### src/rtl/aux_irq_pkg.sv
package aux_irq_pkg;

   localparam int DATA_W = 32;

   // Word offsets of the register port
   localparam int OFF_STATUS   = 0;
   localparam int OFF_RAW      = 1;
   localparam int OFF_EN_SET   = 2;
   localparam int OFF_EN_CLR   = 3;
   localparam int OFF_SOFT_SET = 4;
   localparam int OFF_SOFT_CLR = 5;
   localparam int OFF_PT_SET   = 8;
   localparam int OFF_PT_CLR   = 9;

   // Contiguous bit span [lo:hi] set to one
   function automatic logic [DATA_W-1:0] span_mask(input int lo, input int hi);
      logic [DATA_W-1:0] m;
      m = '0;
      for (int b = 0; b < DATA_W; b++) begin
         if (b >= lo && b <= hi) m[b] = 1'b1;
      end
      return m;
   endfunction

endpackage

### src/rtl/aux_irq_sync.sv
module aux_irq_sync #(
   parameter int W      = 32,
   parameter int STAGES = 2
) (
   input  logic         clk,
   input  logic         rst_n,
   input  logic [W-1:0] d,
   output logic [W-1:0] q
);

   logic [W-1:0] stg [STAGES];

   for (genvar s = 0; s < STAGES; s++) begin : g_stage
      if (s == 0) begin : g_first
         always_ff @(posedge clk) begin
            if (!rst_n) stg[s] <= '0;
            else        stg[s] <= d;
         end
      end else begin : g_next
         always_ff @(posedge clk) begin
            if (!rst_n) stg[s] <= '0;
            else        stg[s] <= stg[s-1];
         end
      end
   end

   assign q = stg[STAGES-1];

endmodule

### src/rtl/aux_irq_regs.sv
module aux_irq_regs
   import aux_irq_pkg::*;
#(
   parameter int                  NUM_IRQ = 32,
   parameter int                  ADDR_W  = 4,
   parameter logic [NUM_IRQ-1:0]  PT_MASK = '0
) (
   input  logic               clk,
   input  logic               rst_n,
   input  logic [NUM_IRQ-1:0] sync_lvl,
   input  logic [ADDR_W-1:0]  bus_addr,
   input  logic               bus_wr,
   input  logic [DATA_W-1:0]  bus_wdata,
   output logic [DATA_W-1:0]  bus_rdata,
   output logic [NUM_IRQ-1:0] raw_lvl,
   output logic [NUM_IRQ-1:0] en_mask,
   output logic [NUM_IRQ-1:0] pt_en
);

   logic [NUM_IRQ-1:0] raw_q;
   logic               soft_q;
   logic [NUM_IRQ-1:0] wd;
   logic               wd_nz;
   logic [DATA_W-1:0]  rd_next;

   assign wd      = bus_wdata[NUM_IRQ-1:0];
   assign wd_nz   = |bus_wdata;
   assign raw_lvl = raw_q | NUM_IRQ'(soft_q);

   always_ff @(posedge clk) begin
      if (!rst_n) raw_q <= '0;
      else        raw_q <= sync_lvl;
   end

   always_ff @(posedge clk) begin
      if (!rst_n) begin
         en_mask <= '0;
         pt_en   <= '0;
         soft_q  <= 1'b0;
      end else if (bus_wr) begin
         case (bus_addr)
            ADDR_W'(OFF_EN_SET):   en_mask <= en_mask | wd;
            ADDR_W'(OFF_EN_CLR):   en_mask <= en_mask & ~wd;
            ADDR_W'(OFF_SOFT_SET): if (wd_nz) soft_q <= 1'b1;
            ADDR_W'(OFF_SOFT_CLR): if (wd_nz) soft_q <= 1'b0;
            ADDR_W'(OFF_PT_SET):   pt_en   <= pt_en | (wd & PT_MASK);
            ADDR_W'(OFF_PT_CLR):   pt_en   <= pt_en & ~wd;
            default: ;
         endcase
      end
   end

   always_comb begin
      case (bus_addr)
         ADDR_W'(OFF_STATUS):   rd_next = DATA_W'(raw_lvl & en_mask);
         ADDR_W'(OFF_RAW):      rd_next = DATA_W'(raw_lvl);
         ADDR_W'(OFF_EN_SET):   rd_next = DATA_W'(en_mask);
         ADDR_W'(OFF_SOFT_SET): rd_next = DATA_W'(raw_lvl[0]);
         ADDR_W'(OFF_PT_SET):   rd_next = DATA_W'(pt_en);
         default:               rd_next = '0;
      endcase
   end

   always_ff @(posedge clk) begin
      if (!rst_n) bus_rdata <= '0;
      else        bus_rdata <= rd_next;
   end

endmodule

### src/rtl/aux_irq_route.sv
module aux_irq_route #(
   parameter int NUM_IRQ = 32,
   parameter int PT_LO   = 21,
   parameter int PT_HI   = 30
) (
   input  logic [NUM_IRQ-1:0] raw_lvl,
   input  logic [NUM_IRQ-1:0] en_mask,
   input  logic [NUM_IRQ-1:0] pt_en,
   output logic               irq_combined,
   output logic [NUM_IRQ-1:0] irq_direct
);

   assign irq_combined = |(raw_lvl & en_mask);

   for (genvar i = 0; i < NUM_IRQ; i++) begin : g_line
      if (i >= PT_LO && i <= PT_HI) begin : g_route
         assign irq_direct[i] = raw_lvl[i] & pt_en[i];
      end else begin : g_tie
         assign irq_direct[i] = 1'b0;
      end
   end

endmodule

### src/rtl/aux_irq_hub.sv
module aux_irq_hub
   import aux_irq_pkg::*;
#(
   parameter int NUM_IRQ     = 32,
   parameter int ADDR_W      = 4,
   parameter int SYNC_STAGES = 2,
   parameter int PT_LO       = 21,
   parameter int PT_HI       = 30
) (
   input  logic               clk,
   input  logic               rst_n,
   input  logic [NUM_IRQ-1:0] irq_in,
   input  logic [ADDR_W-1:0]  bus_addr,
   input  logic               bus_wr,
   input  logic [DATA_W-1:0]  bus_wdata,
   output logic [DATA_W-1:0]  bus_rdata,
   output logic               irq_combined,
   output logic [NUM_IRQ-1:0] irq_direct
);

   localparam logic [NUM_IRQ-1:0] PT_MASK = NUM_IRQ'(span_mask(PT_LO, PT_HI));

   if (NUM_IRQ < 1 || NUM_IRQ > DATA_W) begin : g_bad_width
      $error("NUM_IRQ must lie in 1..DATA_W");
   end
   if (ADDR_W < 4) begin : g_bad_addr
      $error("ADDR_W must cover word offset 9");
   end
   if (SYNC_STAGES < 2 || SYNC_STAGES > 4) begin : g_bad_sync
      $error("SYNC_STAGES must lie in 2..4");
   end
   if (PT_LO < 1 || PT_LO > PT_HI || PT_HI >= NUM_IRQ) begin : g_bad_span
      $error("direct-route span must lie above bit 0 and inside NUM_IRQ");
   end

   logic [NUM_IRQ-1:0] sync_lvl;
   logic [NUM_IRQ-1:0] raw_lvl;
   logic [NUM_IRQ-1:0] en_mask;
   logic [NUM_IRQ-1:0] pt_en;

   aux_irq_sync #(
      .W      (NUM_IRQ),
      .STAGES (SYNC_STAGES)
   ) i_sync (
      .clk   (clk),
      .rst_n (rst_n),
      .d     (irq_in),
      .q     (sync_lvl)
   );

   aux_irq_regs #(
      .NUM_IRQ (NUM_IRQ),
      .ADDR_W  (ADDR_W),
      .PT_MASK (PT_MASK)
   ) i_regs (
      .clk       (clk),
      .rst_n     (rst_n),
      .sync_lvl  (sync_lvl),
      .bus_addr  (bus_addr),
      .bus_wr    (bus_wr),
      .bus_wdata (bus_wdata),
      .bus_rdata (bus_rdata),
      .raw_lvl   (raw_lvl),
      .en_mask   (en_mask),
      .pt_en     (pt_en)
   );

   aux_irq_route #(
      .NUM_IRQ (NUM_IRQ),
      .PT_LO   (PT_LO),
      .PT_HI   (PT_HI)
   ) i_route (
      .raw_lvl      (raw_lvl),
      .en_mask      (en_mask),
      .pt_en        (pt_en),
      .irq_combined (irq_combined),
      .irq_direct   (irq_direct)
   );

endmodule

### config.mk
export PLATFORM = sky130hd
export DESIGN_NAME = aux_irq_hub
export DESIGN_NICKNAME = d
export VERILOG_FILES = /design/src/rtl/aux_irq_pkg.sv /design/src/rtl/aux_irq_sync.sv /design/src/rtl/aux_irq_regs.sv /design/src/rtl/aux_irq_route.sv /design/src/rtl/aux_irq_hub.sv
export SDC_FILE = /design/constraint.sdc
export NUM_CORES = 1
export LEC_CHECK = 0
export ABC_AREA = 1
export CAP_MARGIN = 20
export CORE_MARGIN = 5
export CORE_UTILIZATION = 56
export CTS_CLUSTER_SIZE = 12
export DETAILED_ROUTE_END_ITERATION = 7
export PLACE_DENSITY_LB_ADDON = 0.25
export SYNTH_ARGS = -nofsm -noshare
export SYNTH_HDL_FRONTEND = slang
export SYNTH_HIERARCHICAL = 1
export SYNTH_SLANG_ARGS = --single-unit
### constraint.sdc
create_clock -name clk -period 2 [get_ports clk]
set_input_delay 0.5 -clock clk [delete_from_list [all_inputs] [get_ports clk]]
set_output_delay 0.5 -clock clk [all_outputs]
set_load 0.02 [all_outputs]
======== Word-level counts from Yosys, hierarchy flattened ========
Memory sizes are Yosys's and may differ from the RTL's. A register that Yosys moved wholly into a read port is not among the register bits.
Index checks and enable logic that the tools add are counted.
W data, S select, Z words.
word-level totals
  register bits after elaboration ......... 97
  memory bits (writable) .................. 64
  input bits .............................. 71
  output and inout port bits .............. 65
  logic and storage cells ................. 53
  memories kept ........................... 1
cells by class
  equal/unequal tests ..................... 9
  mux-type cells .......................... 10
  bitwise logic cells ..................... 19
  reductions and logical operators ........ 10
memories
  name        words  bits a word  rd ports  clocked after memory_dff  wr ports  RTL line            RTL
  i_sync.stg  2      32           2         1                         2         aux_irq_sync.sv:11  logic [W-1:0] stg [STAGES];
operators with widths
  cell                  count
  $pmux W32 S5          1
  $pmux W32 S2          2
  $and A32 B32 Y32      3
  $mux W32              2
  $reduce_or A32 Y1     2
  $not A32 Y32          1
  $or A32 B1 Y32        1
  $or A32 B31 Y32       1
  $or A32 B32 Y32       1
  $and A1 B1 Y1         10
  $eq A4 B2 Y1 const B  2
  $eq A4 B3 Y1 const B  2
  $eq A4 B4 Y1 const B  2
  $reduce_bool A2 Y1    3
  $eq A4 B1 Y1 const B  1
  $logic_not A4 Y1      1
  $mux W1               4
  $ne A2 B1 Y1 const B  2
  $reduce_and A2 Y1     2
  $reduce_and A4 Y1     1
  $or A1 B1 Y1          2
  $pmux W1 S2           1
  $logic_not A1 Y1      1

======== Longest topological paths before layout ========
  word-level depth ........................ 3
  gate-level depth with buffers ........... 9
  gate-level depth less buffers ........... 9

======== Hierarchy ========
Netlist, hierarchy kept.
by module, submodules not included
  module         times used  cells each  area an instance (sq um)  seq. area each (sq um)
  aux_irq_regs   1           659         5,118.7                   2,582.5
  aux_irq_sync   1           199         1,840.5                   1,281.2
  aux_irq_route  1           106         480.5                     0.0

======== Worst setup path after synthesis ========
Ideal clock, no wire load.
  path kind ............................... reg-to-output
  start ................................... register i_regs.soft_q
  end ..................................... output port irq_combined
  arrival time ............................ 1,057 ps
  required time ........................... 1,500 ps
  setup slack ............................. 443 ps
  stages on the path, launching flop included .. 8
  buffers on the path ..................... 0
  cells stage by stage .................... dfxtp_1 or2_2 nand2_1 nand2_1 nor2_1 nand2_1 nor2_1 nand2_1
between the ends
  cells in the longest elaborated chain, start to end .. 3
ends and longest elaborated chain
  element                   RTL line             RTL
  start: declaration        aux_irq_regs.sv:21   logic soft_q;
  start signal: assignment  aux_irq_regs.sv:39   soft_q <= 1'b0;
  start signal: assignment  aux_irq_regs.sv:44   ADDR_W'(OFF_SOFT_SET): if (wd_nz) soft_q <= 1'b1;
  start signal: assignment  aux_irq_regs.sv:45   ADDR_W'(OFF_SOFT_CLR): if (wd_nz) soft_q <= 1'b0;
  $or A32 B1 Y32            aux_irq_regs.sv:28   assign raw_lvl = raw_q | NUM_IRQ'(soft_q);
  via raw_lvl[0]            aux_irq_hub.sv:37    logic [NUM_IRQ-1:0] raw_lvl;
  $and A32 B32 Y32          aux_irq_route.sv:13  assign irq_combined = |(raw_lvl & en_mask);
  $reduce_or A32 Y1         aux_irq_route.sv:13
  end: declaration          aux_irq_hub.sv:17    output logic irq_combined,
The timed path passes the listed nets, and every way through them passes these cells.

======== Final worst setup path ========
  start ................................... register i_regs.raw_q[0], read port of i_sync.stg
  end ..................................... output port irq_combined
between the ends
  cells in the longest elaborated chain, start to end .. 3
ends and longest elaborated chain
  element             RTL line             RTL
  start: declaration  aux_irq_regs.sv:20   logic [NUM_IRQ-1:0] raw_q;
  $or A32 B1 Y32      aux_irq_regs.sv:28
  via raw_lvl[0]      aux_irq_hub.sv:37
  $and A32 B32 Y32    aux_irq_route.sv:13
  $reduce_or A32 Y1   aux_irq_route.sv:13
The timed path passes the listed nets, and every way through them passes these cells.

==> flow_summary.yaml <==
status:
  status: "finished, violations left"
  violations: "negative setup slack"
route:
  drt_iter0_drc: 676
  vias_per_cell: 4.92
  drtAntennaViolNets: 0
  met1Wirelength_mm: 7.53
  dr.pass1.iters: 6
  maxUsedRoutingLayer: "met4"
  met3WireLength_mm: 1.19
  routed_wl_mm: 16.7
  wl_per_cell_um: 13.5
  wl_met2_mm: 7.59
  drc: 0
  vias: 6077
cells_and_area:
  layout_commonest_cell: "nand2_1"
  n_fill_cell: 1092
  nets: 1118
  layoutNonFillerInstCount: 1235
  diodes: 0
  area_growth_pct: 22.6
  fin_util_pct: 69.4
  drive_gt1_share_pct: 6.80
  final_cell_mix: "nand2_1, dfxtp_1, inv_1, clkdlybuf4s50_1, nor2_1"
synthesis:
  synth-seq-area-share_pct: 51.9
  syn_inst: 964
  synth.area.top_cells: "dfxtp_1, nand2_1, inv_1"
  synth.top_cell.area_share_pct: 51.9
  post-synth-top-area-cell: "dfxtp_1"
  syn_area_per_cell_um2: 7.72
  netlist_area_um2: 7440
  synthDistinctLibCells: 24
  ys_seq_elements: 193
  ys_warn_count: 6
power:
  pwr-share-seq_pct: 49.7
  p_sw_mw: 1.74
  leakagePower_nw: 4.48
  p_comb_share_pct: 6.7
  p_clk_share_pct: 43.7
  finalPower_mw: 8.03
  p_int_mw: 6.29
  swShare_pct: 21.6
  power_density_nw_per_um2: 880
  ir_drop_mv: 0.568
min_path:
  hold_end: "i_regs/raw_q[22]$_SDFF_PN0_"
  holdCritStartpoint: "i_sync/stg[1][22]$_SDFF_PN0_"
  hold_path_depth: 2
  hp-class: "reg -> reg"
setup_path:
  r2r_start: "i_regs/raw_q[0]$_SDFF_PN0_"
  r2r_cells: 5
  r2r_slack_ns: 0.80
  cp_max_fo: 2
  cp.arrival_ns: 1.54
  cp.required_ns: 1.50
  path_class: "reg -> out"
  end_kind: "output port"
  cp-start-kind: "flip-flop"
  r2r-end: "i_regs/bus_rdata[0]$_SDFF_PN0_"
global_route:
  grt_overflow: 0
  grt_max_degree: 50
  grt_pass1_vias: 5531
  grt_pass1_wl_mm: 27.0
  grtUsageTotal_pct: 21.1
  antenna_found_initial: 0
clock_network:
  htreeDepth: 4
  numClockSinks: 193
  cts.path.max_buffers: 2
  cts_buffers: 17
  cts_tree: "yes"
  clock-root-buffer: "clkbuf_16"
  clkTransAtPathRegs_ns: 0.07
  postCtsHoldBufs: 0
  worst_skew_pair.late_latency_ns: 0.42
timing:
  min_period_over_period_pct: 102
  finalHoldViolCount: 0
  setup_viol: 1
  fmax_mhz: 491
  period_needed_ns: 2.04
  slew_viol_final: 0
  fin_skew_ns: 0.00551
  grt_setup_unrepaired: "true"
  timing.setup.tns_ns: -0.0383
  setup_ws_ns: -0.0383
floorplan:
  io_pins: 136
  core-area_um2: 13100
  die_area_um2: 15700
  rows: 42
  die_h_um: 125
  initial_utilization_pct: 56.6
  fp.dieW_um: 125
placed_design:
  place_congestion: 0.844
  port_buffers: 113
  dp_slack_ns: -0.0706
  dp.cells: 1203
  hpwlAfterDp_mm: 11.3
flow_run:
  timing.max_cap.violations: 0
kinds of logic (layout without fill, tap and decap cells):
family / count (synthesis) / in the layout / synth area share [%]
AND/OR/NAND/NOR: 363 / 363 / 18.9
other: 1 / 22 / 0.0504
flip-flops: 193 / 193 / 51.9
AO/OA/AOI/OAI: 162 / 162 / 13.1
buffers and inverters: 245 / 319 / 16.0
worst max path at each step:
stage,from,end,slack (ns),depth (start not counted)
after detailed placement,i_regs/soft_q$_SDFFE_PN0P_,irq_combined,-0.07,8
after floorplan,i_regs/soft_q$_SDFFE_PN0P_,irq_combined,0.44,7
final,i_regs/raw_q[0]$_SDFF_PN0_,irq_combined,-0.04,8
after CTS,i_regs/soft_q$_SDFFE_PN0P_,irq_combined,-0.07,8
after global placement,i_regs/soft_q$_SDFFE_PN0P_,irq_combined,-0.06,8
after global routing,i_regs/raw_q[0]$_SDFF_PN0_,irq_combined,-0.19,8
per-stage QoR:
| stage | instance area, µm² | hold slack (ns) |
|---|---|---|
| final | 9120 | 0.409 |
| after global routing | 9120 | 0.420 |
| after CTS | 9110 | 0.407 |
| after detailed placement | 8500 | 0.397 |
| after global placement | 8500 | 0.392 |
| after floorplan | 7520 | 0.386 |
power by group through the flow:
stage / registers (mW) / clock network [mW] / logic (mW)
finish: 3.99 / 3.51 / 0.535
detailed placement: 4.07 / 0 / 0.525
global placement: 4.07 / 0 / 0.520
CTS: 3.99 / 3.54 / 0.529
global route: 4.00 / 3.71 / 0.587
floorplan: 4.06 / 0 / 0.332
cells in the mapped netlist:
cell	number
inv_1	144
buf_6	7
a21oi_1	43
dfxtp_1	193
buf_1	1
o21ai_0	52
nor2_1	79
inv_2	1
and3_1	2
o2111ai_1	32
buf_4	53
o21ai_1	2
nand2_1	263
a31oi_1	32
nor2_2	1
or2_2	1
nor2_4	1
clkbuf_1	23
nand3_1	13
buf_2	16
nand3_2	1
a22oi_1	1
conb_1	1
nand4_1	2
worst max-delay path: stages (launching register included):
cell,delay (ns)
dfxtp_2,0.31
or2_4,0.24
nand2_2,0.05
nand2_1,0.05
nor2_1,0.07
nand2_1,0.06
nor2_1,0.10
nand2_1,0.09
buf_6,0.14
area by class of cell:
class                      instances  area, µm²  area share (%)
clock buffer                      22        494            5.42
clock inverter                     9        129            1.41
multi-input combinational        547       2470            27.1
tap                              176        220            2.41
sequential                       193       3870            42.4
inverter                         145        544            5.97
timing repair buffer             143       1400            15.3
layer usage:
layer / vias to the layer above / track usage [%]
met5: - / 0
met3: 32 / 4.86
met1: 2699 / 28.4
met4: 0 / 8.67
li1: 3098 / -
met2: 248 / 32.9
what timing repair did:
action,in CTS,in global routing
pin swaps,2,6
setup buffers,0,1
cloned,0,0
resized for setup,17,3
endpoints found under the setup margin,11,1
Power figures use the tool's default switching activity.
